File: src/rtl/dma_pkg.sv
package dma_pkg;
   localparam logic [31:0] CTRL_WR_MASK = 32'h7177_0703;
   localparam int CB_DIR   = 0;
   localparam int CB_DEC   = 1;
   localparam int CB_MODE  = 9;
   localparam int CB_BUSY  = 24;
   localparam int CB_TRIG  = 28;

   typedef enum logic [1:0] {
      SEQ_IDLE = 2'd0,
      SEQ_LOAD = 2'd1,
      SEQ_MOVE = 2'd2
   } seq_state_t;

   typedef enum logic [1:0] {
      CFG_BASE  = 2'd0,
      CFG_BLOCK = 2'd1,
      CFG_CTRL  = 2'd2
   } cfg_sel_t;
endpackage

File: src/rtl/dma_addr_step.sv
module dma_addr_step #(
   parameter int ADDR_W = 24,
   parameter int STEP   = 4
) (
   input  logic [ADDR_W-1:0] addr_i,
   input  logic              dec_i,
   output logic [ADDR_W-1:0] addr_o
);
   localparam logic [ADDR_W-1:0] STEP_V = ADDR_W'(STEP);

   generate
      if (STEP <= 0) begin : g_bad_step
         $error("dma_addr_step: STEP must be positive");
      end
   endgenerate

   assign addr_o = dec_i ? (addr_i - STEP_V) : (addr_i + STEP_V);
endmodule

File: src/rtl/dma_chan_regs.sv
module dma_chan_regs import dma_pkg::*; #(
   parameter int ADDR_W = 24,
   parameter int WORD_W = 32,
   parameter int CNT_W  = 16
) (
   input  logic              clk,
   input  logic              rst_n,
   input  logic              cfg_we,
   input  logic [1:0]        cfg_sel,
   input  logic [WORD_W-1:0] cfg_wdata,
   input  logic              hw_base_we,
   input  logic [ADDR_W-1:0] hw_base_d,
   input  logic              hw_blk_dec,
   input  logic              hw_stop,
   output logic [ADDR_W-1:0] base_q,
   output logic [WORD_W-1:0] blk_q,
   output logic [WORD_W-1:0] ctrl_q,
   output logic              start_edge
);
   localparam int HI_W = WORD_W - CNT_W;
   localparam logic [WORD_W-1:0] MASK = WORD_W'(CTRL_WR_MASK);

   generate
      if (WORD_W < 29 || ADDR_W > WORD_W || CNT_W >= WORD_W) begin : g_bad_width
         $error("dma_chan_regs: register widths out of range");
      end
   endgenerate

   logic wr_base, wr_blk, wr_ctrl;
   assign wr_base = cfg_we && (cfg_sel == CFG_BASE);
   assign wr_blk  = cfg_we && (cfg_sel == CFG_BLOCK);
   assign wr_ctrl = cfg_we && (cfg_sel == CFG_CTRL);

   assign start_edge = wr_ctrl && !ctrl_q[CB_BUSY] && cfg_wdata[CB_BUSY];

   always_ff @(posedge clk or negedge rst_n) begin
      if (!rst_n) begin
         base_q <= '0;
         blk_q  <= '0;
         ctrl_q <= '0;
      end else begin
         if (wr_base)
            base_q <= cfg_wdata[ADDR_W-1:0];
         else if (hw_base_we)
            base_q <= hw_base_d;

         if (wr_blk)
            blk_q <= cfg_wdata;
         else if (hw_blk_dec)
            blk_q[WORD_W-1:CNT_W] <= blk_q[WORD_W-1:CNT_W] - HI_W'(1);

         if (wr_ctrl)
            ctrl_q <= cfg_wdata & MASK;
         else if (hw_stop) begin
            ctrl_q[CB_BUSY] <= 1'b0;
            ctrl_q[CB_TRIG] <= 1'b0;
         end
      end
   end
endmodule

File: src/rtl/dma_chan_seq.sv
module dma_chan_seq import dma_pkg::*; #(
   parameter int              ADDR_W   = 24,
   parameter int              WORD_W   = 32,
   parameter int              CNT_W    = 16,
   parameter int              HDR_W    = 8,
   parameter int              ERR_BIT  = 23,
   parameter bit              LIST_EN  = 1'b1,
   parameter logic [ADDR_W-1:0] MEM_MASK = 24'h1F_FFFC
) (
   input  logic              clk,
   input  logic              rst_n,
   input  logic              busy_i,
   input  logic              trig_i,
   input  logic              dir_i,
   input  logic [1:0]        mode_i,
   input  logic [ADDR_W-1:0] base_q,
   input  logic [WORD_W-1:0] blk_q,
   input  logic              start_edge,
   input  logic              per_ready,
   input  logic [WORD_W-1:0] mem_rdata,
   input  logic [ADDR_W-1:0] cur_nxt,
   input  logic [ADDR_W-1:0] base_inc,
   output logic [ADDR_W-1:0] cur_o,
   output logic              mem_rd,
   output logic              mem_wr,
   output logic [ADDR_W-1:0] mem_addr,
   output logic              per_push,
   output logic              per_pop,
   output logic              base_we,
   output logic [ADDR_W-1:0] base_d,
   output logic              blk_dec,
   output logic              hw_stop,
   output logic              done_pulse,
   output logic              err_pulse
);
   localparam int CW = CNT_W + 1;
   localparam int HI_W = WORD_W - CNT_W;
   localparam logic [ADDR_W-1:0] END_LINK = {ADDR_W{1'b1}};
   localparam logic [CW-1:0] FULL_BLOCK = {1'b1, {CNT_W{1'b0}}};

   generate
      if (HDR_W + ADDR_W > WORD_W || HDR_W > CNT_W || ERR_BIT >= ADDR_W) begin : g_bad_cfg
         $error("dma_chan_seq: header or address layout does not fit");
      end
   endgenerate

   seq_state_t st, nst;
   logic [ADDR_W-1:0] cur, cur_d;
   logic [CW-1:0]     wcnt, wcnt_d;
   logic              done_d, err_d;
   logic              is_list, is_blocks, sel_base;

   generate
      if (LIST_EN) begin : g_list
         assign is_list = mode_i[1];
      end else begin : g_nolist
         assign is_list = 1'b0;
      end
   endgenerate
   assign is_blocks = (mode_i == 2'b01);

   logic [HDR_W-1:0]  hdr_cnt;
   logic [ADDR_W-1:0] hdr_link;
   logic [CW-1:0]     blk_load;
   assign hdr_cnt  = mem_rdata[WORD_W-1 -: HDR_W];
   assign hdr_link = mem_rdata[ADDR_W-1:0];
   assign blk_load = (blk_q[CNT_W-1:0] == '0) ? FULL_BLOCK : {1'b0, blk_q[CNT_W-1:0]};

   always_comb begin
      nst      = st;
      cur_d    = cur;
      wcnt_d   = wcnt;
      mem_rd   = 1'b0;
      mem_wr   = 1'b0;
      per_push = 1'b0;
      per_pop  = 1'b0;
      base_we  = 1'b0;
      base_d   = base_q;
      blk_dec  = 1'b0;
      hw_stop  = 1'b0;
      done_d   = 1'b0;
      err_d    = 1'b0;
      sel_base = 1'b0;
      case (st)
         SEQ_LOAD: begin
            if (!busy_i) begin
               nst = SEQ_IDLE;
            end else if (is_list) begin
               sel_base = 1'b1;
               if (base_q[ERR_BIT]) begin
                  err_d   = 1'b1;
                  hw_stop = 1'b1;
                  nst     = SEQ_IDLE;
               end else begin
                  mem_rd  = 1'b1;
                  base_we = 1'b1;
                  base_d  = hdr_link;
                  cur_d   = base_inc;
                  wcnt_d  = CW'(hdr_cnt);
                  if (hdr_cnt != '0)
                     nst = SEQ_MOVE;
                  else if (hdr_link == END_LINK) begin
                     done_d  = 1'b1;
                     hw_stop = 1'b1;
                     nst     = SEQ_IDLE;
                  end
               end
            end else if (is_blocks || trig_i) begin
               cur_d   = base_q;
               wcnt_d  = blk_load;
               blk_dec = is_blocks;
               nst     = SEQ_MOVE;
            end
         end
         SEQ_MOVE: begin
            if (cur[ERR_BIT]) begin
               err_d   = 1'b1;
               hw_stop = 1'b1;
               nst     = SEQ_IDLE;
            end else if (per_ready) begin
               mem_rd   = dir_i;
               mem_wr   = !dir_i;
               per_push = dir_i;
               per_pop  = !dir_i;
               cur_d    = cur_nxt;
               wcnt_d   = wcnt - CW'(1);
               if (wcnt == CW'(1)) begin
                  if (!busy_i) begin
                     nst = SEQ_IDLE;
                  end else if (is_list) begin
                     if (base_q == END_LINK) begin
                        done_d  = 1'b1;
                        hw_stop = 1'b1;
                        nst     = SEQ_IDLE;
                     end else
                        nst = SEQ_LOAD;
                  end else if (is_blocks) begin
                     base_we = 1'b1;
                     base_d  = cur_nxt;
                     if (blk_q[WORD_W-1:CNT_W] == HI_W'(0)) begin
                        done_d  = 1'b1;
                        hw_stop = 1'b1;
                        nst     = SEQ_IDLE;
                     end else
                        nst = SEQ_LOAD;
                  end else begin
                     done_d  = 1'b1;
                     hw_stop = 1'b1;
                     nst     = SEQ_IDLE;
                  end
               end
            end
         end
         default: ;
      endcase
      if (start_edge) begin
         nst    = SEQ_LOAD;
         wcnt_d = '0;
      end
   end

   assign mem_addr = (sel_base ? base_q : cur) & MEM_MASK;
   assign cur_o    = cur;

   always_ff @(posedge clk or negedge rst_n) begin
      if (!rst_n) begin
         st         <= SEQ_IDLE;
         cur        <= '0;
         wcnt       <= '0;
         done_pulse <= 1'b0;
         err_pulse  <= 1'b0;
      end else begin
         st         <= nst;
         cur        <= cur_d;
         wcnt       <= wcnt_d;
         done_pulse <= done_d;
         err_pulse  <= err_d;
      end
   end
endmodule

File: src/rtl/dma_chan_engine.sv
module dma_chan_engine import dma_pkg::*; #(
   parameter int              ADDR_W   = 24,
   parameter int              WORD_W   = 32,
   parameter int              CNT_W    = 16,
   parameter int              HDR_W    = 8,
   parameter int              ERR_BIT  = 23,
   parameter int              STEP     = 4,
   parameter bit              LIST_EN  = 1'b1,
   parameter logic [ADDR_W-1:0] MEM_MASK = 24'h1F_FFFC
) (
   input  logic              clk,
   input  logic              rst_n,
   input  logic              cfg_we,
   input  logic [1:0]        cfg_sel,
   input  logic [WORD_W-1:0] cfg_wdata,
   output logic [ADDR_W-1:0] base_o,
   output logic [WORD_W-1:0] blkctl_o,
   output logic [WORD_W-1:0] chctl_o,
   output logic              mem_rd,
   output logic              mem_wr,
   output logic [ADDR_W-1:0] mem_addr,
   output logic [WORD_W-1:0] mem_wdata,
   input  logic [WORD_W-1:0] mem_rdata,
   input  logic              per_ready,
   output logic              per_push,
   output logic [WORD_W-1:0] per_wdata,
   output logic              per_pop,
   input  logic [WORD_W-1:0] per_rdata,
   output logic              done_pulse,
   output logic              err_pulse
);
   logic              hw_base_we, hw_blk_dec, hw_stop, start_edge;
   logic [ADDR_W-1:0] hw_base_d, cur, cur_nxt, base_inc;

   dma_chan_regs #(.ADDR_W(ADDR_W), .WORD_W(WORD_W), .CNT_W(CNT_W)) regs_i (
      .clk(clk), .rst_n(rst_n),
      .cfg_we(cfg_we), .cfg_sel(cfg_sel), .cfg_wdata(cfg_wdata),
      .hw_base_we(hw_base_we), .hw_base_d(hw_base_d),
      .hw_blk_dec(hw_blk_dec), .hw_stop(hw_stop),
      .base_q(base_o), .blk_q(blkctl_o), .ctrl_q(chctl_o),
      .start_edge(start_edge)
   );

   dma_addr_step #(.ADDR_W(ADDR_W), .STEP(STEP)) step_cur_i (
      .addr_i(cur), .dec_i(chctl_o[CB_DEC]), .addr_o(cur_nxt)
   );

   dma_addr_step #(.ADDR_W(ADDR_W), .STEP(STEP)) step_hdr_i (
      .addr_i(base_o), .dec_i(1'b0), .addr_o(base_inc)
   );

   dma_chan_seq #(
      .ADDR_W(ADDR_W), .WORD_W(WORD_W), .CNT_W(CNT_W), .HDR_W(HDR_W),
      .ERR_BIT(ERR_BIT), .LIST_EN(LIST_EN), .MEM_MASK(MEM_MASK)
   ) seq_i (
      .clk(clk), .rst_n(rst_n),
      .busy_i(chctl_o[CB_BUSY]), .trig_i(chctl_o[CB_TRIG]),
      .dir_i(chctl_o[CB_DIR]), .mode_i(chctl_o[CB_MODE+1:CB_MODE]),
      .base_q(base_o), .blk_q(blkctl_o), .start_edge(start_edge),
      .per_ready(per_ready), .mem_rdata(mem_rdata),
      .cur_nxt(cur_nxt), .base_inc(base_inc), .cur_o(cur),
      .mem_rd(mem_rd), .mem_wr(mem_wr), .mem_addr(mem_addr),
      .per_push(per_push), .per_pop(per_pop),
      .base_we(hw_base_we), .base_d(hw_base_d), .blk_dec(hw_blk_dec),
      .hw_stop(hw_stop), .done_pulse(done_pulse), .err_pulse(err_pulse)
   );

   assign per_wdata = mem_rdata;
   assign mem_wdata = per_rdata;
endmodule

File: config.mk
export PLATFORM = sky130hd
export DESIGN_NAME = dma_chan_engine
export DESIGN_NICKNAME = d
export VERILOG_FILES = /design/src/rtl/dma_pkg.sv /design/src/rtl/dma_addr_step.sv /design/src/rtl/dma_chan_regs.sv /design/src/rtl/dma_chan_seq.sv /design/src/rtl/dma_chan_engine.sv
export SDC_FILE = /design/constraint.sdc
export NUM_CORES = 1
export LEC_CHECK = 0
export ABC_AREA = 1
export BUFFER_PORTS_ARGS = -buffer_cell sky130_fd_sc_hd__buf_2
export CORE_ASPECT_RATIO = 0.75
export CORE_MARGIN = 2
export CORE_UTILIZATION = 55
export DETAILED_ROUTE_END_ITERATION = 7
export HOLD_SLACK_MARGIN = 0.12
export PLACE_DENSITY = 0.94
export REMOVE_ABC_BUFFERS = 1
export SETUP_SLACK_MARGIN = 0.05
export SLEW_MARGIN = 20
export SYNTH_ARGS = -nofsm -noshare
export SYNTH_HDL_FRONTEND = slang
export SYNTH_HIERARCHICAL = 1
export SYNTH_SLANG_ARGS = --single-unit
File: constraint.sdc
create_clock -name clk -period 2.55 [get_ports clk]
set_clock_uncertainty 0.05 [all_clocks]
set_input_delay 0.51 -clock clk [delete_from_list [all_inputs] [get_ports clk]]
set_output_delay 0.51 -clock clk [all_outputs]
set_load 0.01 [all_outputs]
==> out/metrics.csv, run 1 <==
metric,value,unit
swShare,51.0,%
grt_pass1_wl,64.5,mm
antenna_found_initial,2,
root_buffer,clkbuf_16,
fin_ws,-0.0378,ns
synth_compound_area_share,14.5,%
cts_buffers,17,
synthSimpleGateAreaFrac,36.6,%
ant_nets,0,
fin_util,67.8,%
violations,"design-rule violations, negative setup slack",
place_inst,2359,
endpoint_kind,output port,
cts.clk_slew.worst_paths,0.06,ns
r2r_start,regs_i/ctrl_q[1]$_DFFE_PN0P_,
fin_area,14300,um^2
grt_overflow,0,
grt_use_total,35.9,%
netlist_area,11800,um^2
crit_type,flop to output port,
worst_slew_pin_slew,0.728,ns
ys_async_sr_fraction,100,%
dieWidth,173,um
synth_warnings,6,
pwr-share-comb,61.9,%
p_leak,7.72,nW
io_pins,284,
fin_crit_sh,101,%
drtIter0Drc,2425,
synth_top_area_share,24.6,%
fin_nets,2262,
port_buffers,197,
rsz0062_at_grt,yes,
yosys.cell_types.count,43,
muxShareOfSynthArea,0,%
cts_hold_buf,0,
setup_violations,5,
drtPass1Iterations,8,
synth_xor_area_share,2.15,%
hp-class,input pin to asynchronous set/reset pin,
p_switching,7.19,mW
clockPowerShare,16.7,%
avgSynthCellArea,6.07,um^2
startpoint,seq_i/st[1]$_DFFE_PN0P_,
vias,14300,
ir_worst_vdd,0.516,mV
yosys_most_used_dff,dfrtp_1,
clk_latency,0.43,ns
viasPerCell,5.92,
grt_start_max_net_pins,117,
crit_fanout,10,
fin_crit,2.59,ns
run_status,"complete, but fails checks",
layout-drive-gt1-share,22.4,%
powerDensity,988,nW/um^2
worst_ep_arrival_time,2.03,ns
dp_hpwl,30.8,mm
place_area,12700,um^2
worstSetupStartpointType,flop,
p_seq_share,21.4,%
instances_no_fill,2414,
synth_edf_count,0,
gp_congestion,1.01,
drcViolationCount,4,
drv_cap,0,
drv_slew,0,
initial_core_util,56.0,%
crit_required,1.99,ns
post_drt_wl_per_cell,18.7,um
internal-power,6.92,mW
hold_violations,0,
core,21100,um^2
row_count,46,
cts.sinks,116,
tritoncts,built,
ys_ff_latch,116,
die_height,131,um
synth_top_area_cell,dfrtp_1,
fmax,386,MHz
pre_cts_ws,0.00153,ns
clk_path_buf_depth,2,
synth_adder_area_share,5.11,%
htree_levels,4,
area_growth,21.1,%
synth_top_family_by_area,simple AND/OR/NAND/NOR gates,
slew_headroom,51.5,%
seq_area_frac_synth,24.6,%
antenna_cells,0,
hold_ws,0.0808,ns
syn_inst,1942,
die_area,22600,um^2
synth_area_leaders,"dfrtp_1 25%, nand2_1 19%, inv_1 7.8%",
wl,45.1,mm
grt_pass1_vias,12200,
n_fill_cell,1790,
## kinds of logic (layout without fill, tap and decap cells)
logic type / count (synthesis) / count (layout)
XOR/XNOR: 29 / 29
other: 3 / 44
adder cells (fa/ha/maj): 47 / 47
flip-flops: 116 / 116
AND/OR/NAND/NOR: 1018 / 1018
AO/OA/AOI/OAI: 305 / 305
buffers and inverters: 424 / 567
## placed cells by master, fill, tap and decap left out, types with 20 or more instances in the layout
cell type  count
o211ai_1      49
a21oi_1       80
buf_4         59
o21ai_0      111
o21ai_1       20
ha_1          23
nand2_1      557
nor2_1       171
ha_4          21
conb_1        44
inv_1        237
xor2_1        20
nand2_2       40
clkbuf_16     22
buf_2        191
dfrtp_1      115
nand3_1      161
## per-layer routing
metal	track usage (%)	share of wire, %
met1	49.3	38
met2	53.6	41
met3	9.17	16
met4	15.4	4.9
met5	1.67	0.16
## registers in the layout, indices dropped and copies added, names as in the netlist
signal / flops
seq_i/wcnt: 17
regs_i/base_q: 24
regs_i/ctrl_q: 15
seq_i/cur_o: 24
seq_i/done_pulse: 1
seq_i/err_pulse: 1
regs_i/blk_q: 32
seq_i/st: 2
## through the flow
step           setup TNS (ns)  power [mW]
4_1_cts                     0        12.7
6_report              -0.0533        14.1
5_1_grt                -0.744        15.0
2_1_floorplan          -84.38        7.73
3_5_place_dp                0        10.1
3_3_place_gp                0        9.90
## critical path, cell delays in order (launching register included)
cell and delay [ns]:
dfrtp_1 0.39, inv_2 0.08, ha_4 0.17, nand2_4 0.07
nor2_4 0.19, clkinv_4 0.16, buf_12 0.20, o21ai_2 0.17
buf_2 0.16
## area by class of cell
| class | instances | area, um^2 | share of cell area, % |
|---|---|---|---|
| sequential | 116 | 2900 | 20.3 |
| clock inverter | 11 | 100 | 0.701 |
| tap | 288 | 360 | 2.52 |
| inverter | 264 | 1010 | 7.07 |
| clock buffer | 21 | 470 | 3.29 |
| multi-input combinational | 1443 | 7670 | 53.7 |
| timing repair buffer | 270 | 1760 | 12.3 |
| timing repair inverter | 1 | 7.51 | 0.0526 |
## power by group through the flow
stage               Sequential, mW  Combinational, mW  Clock [mW]
global route                  3.08               9.46        2.45
CTS                           2.93               7.39        2.36
global placement              2.91               6.99           0
finish                        3.02               8.73        2.36
detailed placement            2.93               7.19           0
floorplan                     2.93               4.80           0
## synth_stat cells (3+ instances only)
library cell	instances
a21oi_1	85
and2_1	3
buf_1	4
buf_2	21
buf_4	92
buf_6	4
clkbuf_1	39
conb_1	3
dfrtp_1	116
ha_1	45
inv_1	246
inv_2	15
nand2_1	585
nand2_2	18
nand3_1	163
nand3_2	9
nand3b_1	4
nand4_1	16
nor2_1	183
nor2_2	16
nor3_1	8
o211ai_1	49
o21ai_0	130
o21ai_1	20
o21bai_1	4
o221ai_1	4
o22ai_1	7
or2_1	4
xnor2_1	6
xor2_1	23
## what timing repair did
item | 4_1_cts | 5_1_grt
cloned | 0 | 8
endpoints found under the setup margin | 24 | 44
pin swaps | 1 | 44
buffers inserted | 0 | 15
resized for setup | 45 | 129
## path summary, 6_finish.rpt
kind / slack [ns] / cells past startpoint / end
setup reg to reg: -0.01 / 13 / regs_i/base_q[16]$_DFFE_PN0P_
setup / recovery: -0.04 / 8 / mem_addr[8]
hold reg to reg: 0.44 / 2 / regs_i/ctrl_q[29]$_DFFE_PN0P_
max in group asynchronous: 1.77 / 2 / seq_i/cur_o[17]$_DFFE_PN0P_
min in group clk: 0.28 / 3 / regs_i/blk_q[24]$_DFFE_PN0P_
hold / removal: 0.08 / 2 / regs_i/blk_q[4]$_DFFE_PN0P_
No activity file was read; power rests on OpenSTA's default activity.
==> inputs of run 2 (changes only) <==
Clock period 2.55 ns to 2.65 ns, I/O delays scaled along.
==> run 2 against run 1 <==
Effect of this change:
- the run now ends clean
- sequential power decreased by 4%
- non-clock buffer count shrank 14
- utilization fell by 1.9 points
- clock-buffer cell count did not move
- first-iteration DRC count decreased by 13%
- final cell count fell by 0.58%
- wire length fell by 3.9%
- setup slack gained 0.093 ns
- die area unchanged
- hold slack improved by 0.21 ns
- critical path depth is 4 higher
- largest cell class unchanged
==> out/metrics.csv, run 2 (synthesized netlist as in run 1, its figures left out) <==
metric,value,unit
tritoncts,built,
crit_fanout,7,
r2r-end,regs_i/base_q[20]$_DFFE_PN0P_,
worst_path_largest_cell_delay,0.46,ns
drv_slew,0,
crit_type,flop to flop,
dp_hpwl,31.1,mm
htree_levels,4,
io_pins,284,
crit_buf_inv,2,
cpMaxStageDelayCell,dfrtp_2,
drtIter0Drc,2098,
path_cells,clkbuf_16 -> buf_12 -> ha_4 -> nand2_2 -> o21bai_1 -> a21oi_1 -> nand3_1 -> nand2_1 -> o211ai_1 -> a21oi_1 -> nand3_1 -> o211ai_1,
row_count,46,
layout_common_cells,"573 x nand2_1, 242 x inv_1, 196 x buf_2",
cts.sinks,116,
run_status,finished clean,
fmax,385,MHz
fin_nets,2248,
r2r_setup_slack,0.05,ns
crit_required,2.90,ns
layout_commonest_cell,nand2_1,
crit_family,compound AO/OA/AOI/OAI gates,
wl,43.3,mm
viasPerCell,5.87,
min_delay_worst_endpoint,regs_i/blk_q[24]$_DFFE_PN0P_,
endpoint_kind,flop,
antenna_found_initial,0,
dr.max_layer_used,met4,
fin_crit,2.60,ns
met3_length,6.60,mm
worstSetupStartpointType,flop,
instances_no_fill,2400,
pre_cts_ws,0.125,ns
fin_crit_sh,97.9,%
dieWidth,173,um
hp-start,cfg_wdata[24],
largest_reg_flops,32,
post_drt_wl_per_cell,18.1,um
cts.clk_slew.worst_paths,0.06,ns
setup_violations,0,
fin_ws,0.0548,ns
wl_met1,17.0,mm
vias,14100,
ant_nets,0,
cts_buffers,17,
drcViolationCount,0,
place_inst,2359,
grt_pass1_wl,64.3,mm
clk_path_buf_depth,2,
r2r_cells,12,
wl_met2,17.9,mm
regMostFlops,regs_i/blk_q,
die_area,22600,um^2
powerDensity,956,nW/um^2
r2r_start,regs_i/ctrl_q[1]$_DFFE_PN0P_,
port_buffers,197,
drv_cap,0,
fin_util,65.9,%
grt_use_total,35.9,%
worst_ep_arrival_time,2.85,ns
hold_depth,3,
grt_start_max_net_pins,49,
hold_violations,0,
slew_headroom,54.2,%
root_buffer,clkbuf_16,
clk_latency,0.43,ns
ir_worst_vdd,0.528,mV
p_leak,7.57,nW
core,21100,um^2
die_height,131,um
worst_slew_pin_slew,0.686,ns
area_growth,17.7,%
grt_pass1_vias,12100,
antenna_cells,0,
rsz0062_at_grt,yes,
initial_core_util,56.0,%
gp_congestion,1.00,
layout-drive-gt1-share,19.6,%
hp-class,input pin to flop,
grt_overflow,0,
drtPass1Iterations,6,
## run 2: layer usage
metal  vias up  track usage, %
met5         -            1.46
met4         0            15.4
li1       6381               -
met1      6315            48.8
met3       165            8.97
met2      1224            54.5
## run 2: worst max path at each step
stage                                  start  slack [ns]  cells after the start                       endpoint
6_report        regs_i/ctrl_q[1]$_DFFE_PN0P_        0.05                     12  regs_i/base_q[20]$_DFFE_PN0P_
5_1_grt         regs_i/ctrl_q[1]$_DFFE_PN0P_       -0.02                     13  regs_i/base_q[16]$_DFFE_PN0P_
4_1_cts              seq_i/st[1]$_DFFE_PN0P_        0.05                      8                    mem_addr[6]
3_5_place_dp    regs_i/ctrl_q[1]$_DFFE_PN0P_        0.12                     14  regs_i/base_q[21]$_DFFE_PN0P_
3_3_place_gp    regs_i/ctrl_q[1]$_DFFE_PN0P_        0.19                     13  regs_i/base_q[21]$_DFFE_PN0P_
2_1_floorplan  regs_i/ctrl_q[10]$_DFFE_PN0P_       -1.80                     10   regs_i/base_q[0]$_DFFE_PN0P_
## run 2: layout make-up
cell class,count,area [um^2]
clock buffer,21,480
fill,1840,7190
inverter,264,997
sequential,116,2900
timing repair buffer,256,1540
multi-input combinational,1443,7410
timing repair inverter,1,7.51
clock inverter,11,174
tap,288,360
## run 2: what timing repair did
action,CTS,global route
endpoints found under the hold margin,34,0
gates resized for setup,12,84
pin swaps,0,19
hold buffers,1,0
setup buffers,0,6
cloned,0,2
endpoints found under the setup margin,18,41
## run 2: report_power, final
part           internal (mW)  total [mW]  switching (mW)
Sequential              2.26        2.90           0.644
Clock                   1.68        2.57           0.890
Combinational           2.75        7.80            5.05
Total                   6.69        13.3            6.58
## run 2: through the flow
step / cell area [um^2] / hold slack [ns] / TNS, ns / total power [mW]
global route: 13900 / 0.307 / -0.0355 / 14.1
detailed placement: 12700 / 0.419 / 0 / 9.69
global placement: 12700 / 0.415 / 0 / 9.47
floorplan: 10900 / 0.184 / -77.35 / 7.44
CTS: 13400 / 0.285 / 0 / 12.4
finish: 13900 / 0.295 / 0 / 13.3
## run 2: tightest hold or removal path: stages
cell and delay [ns]:
buf_2 0.09, nand2_1 0.05, nand3_1 0.07
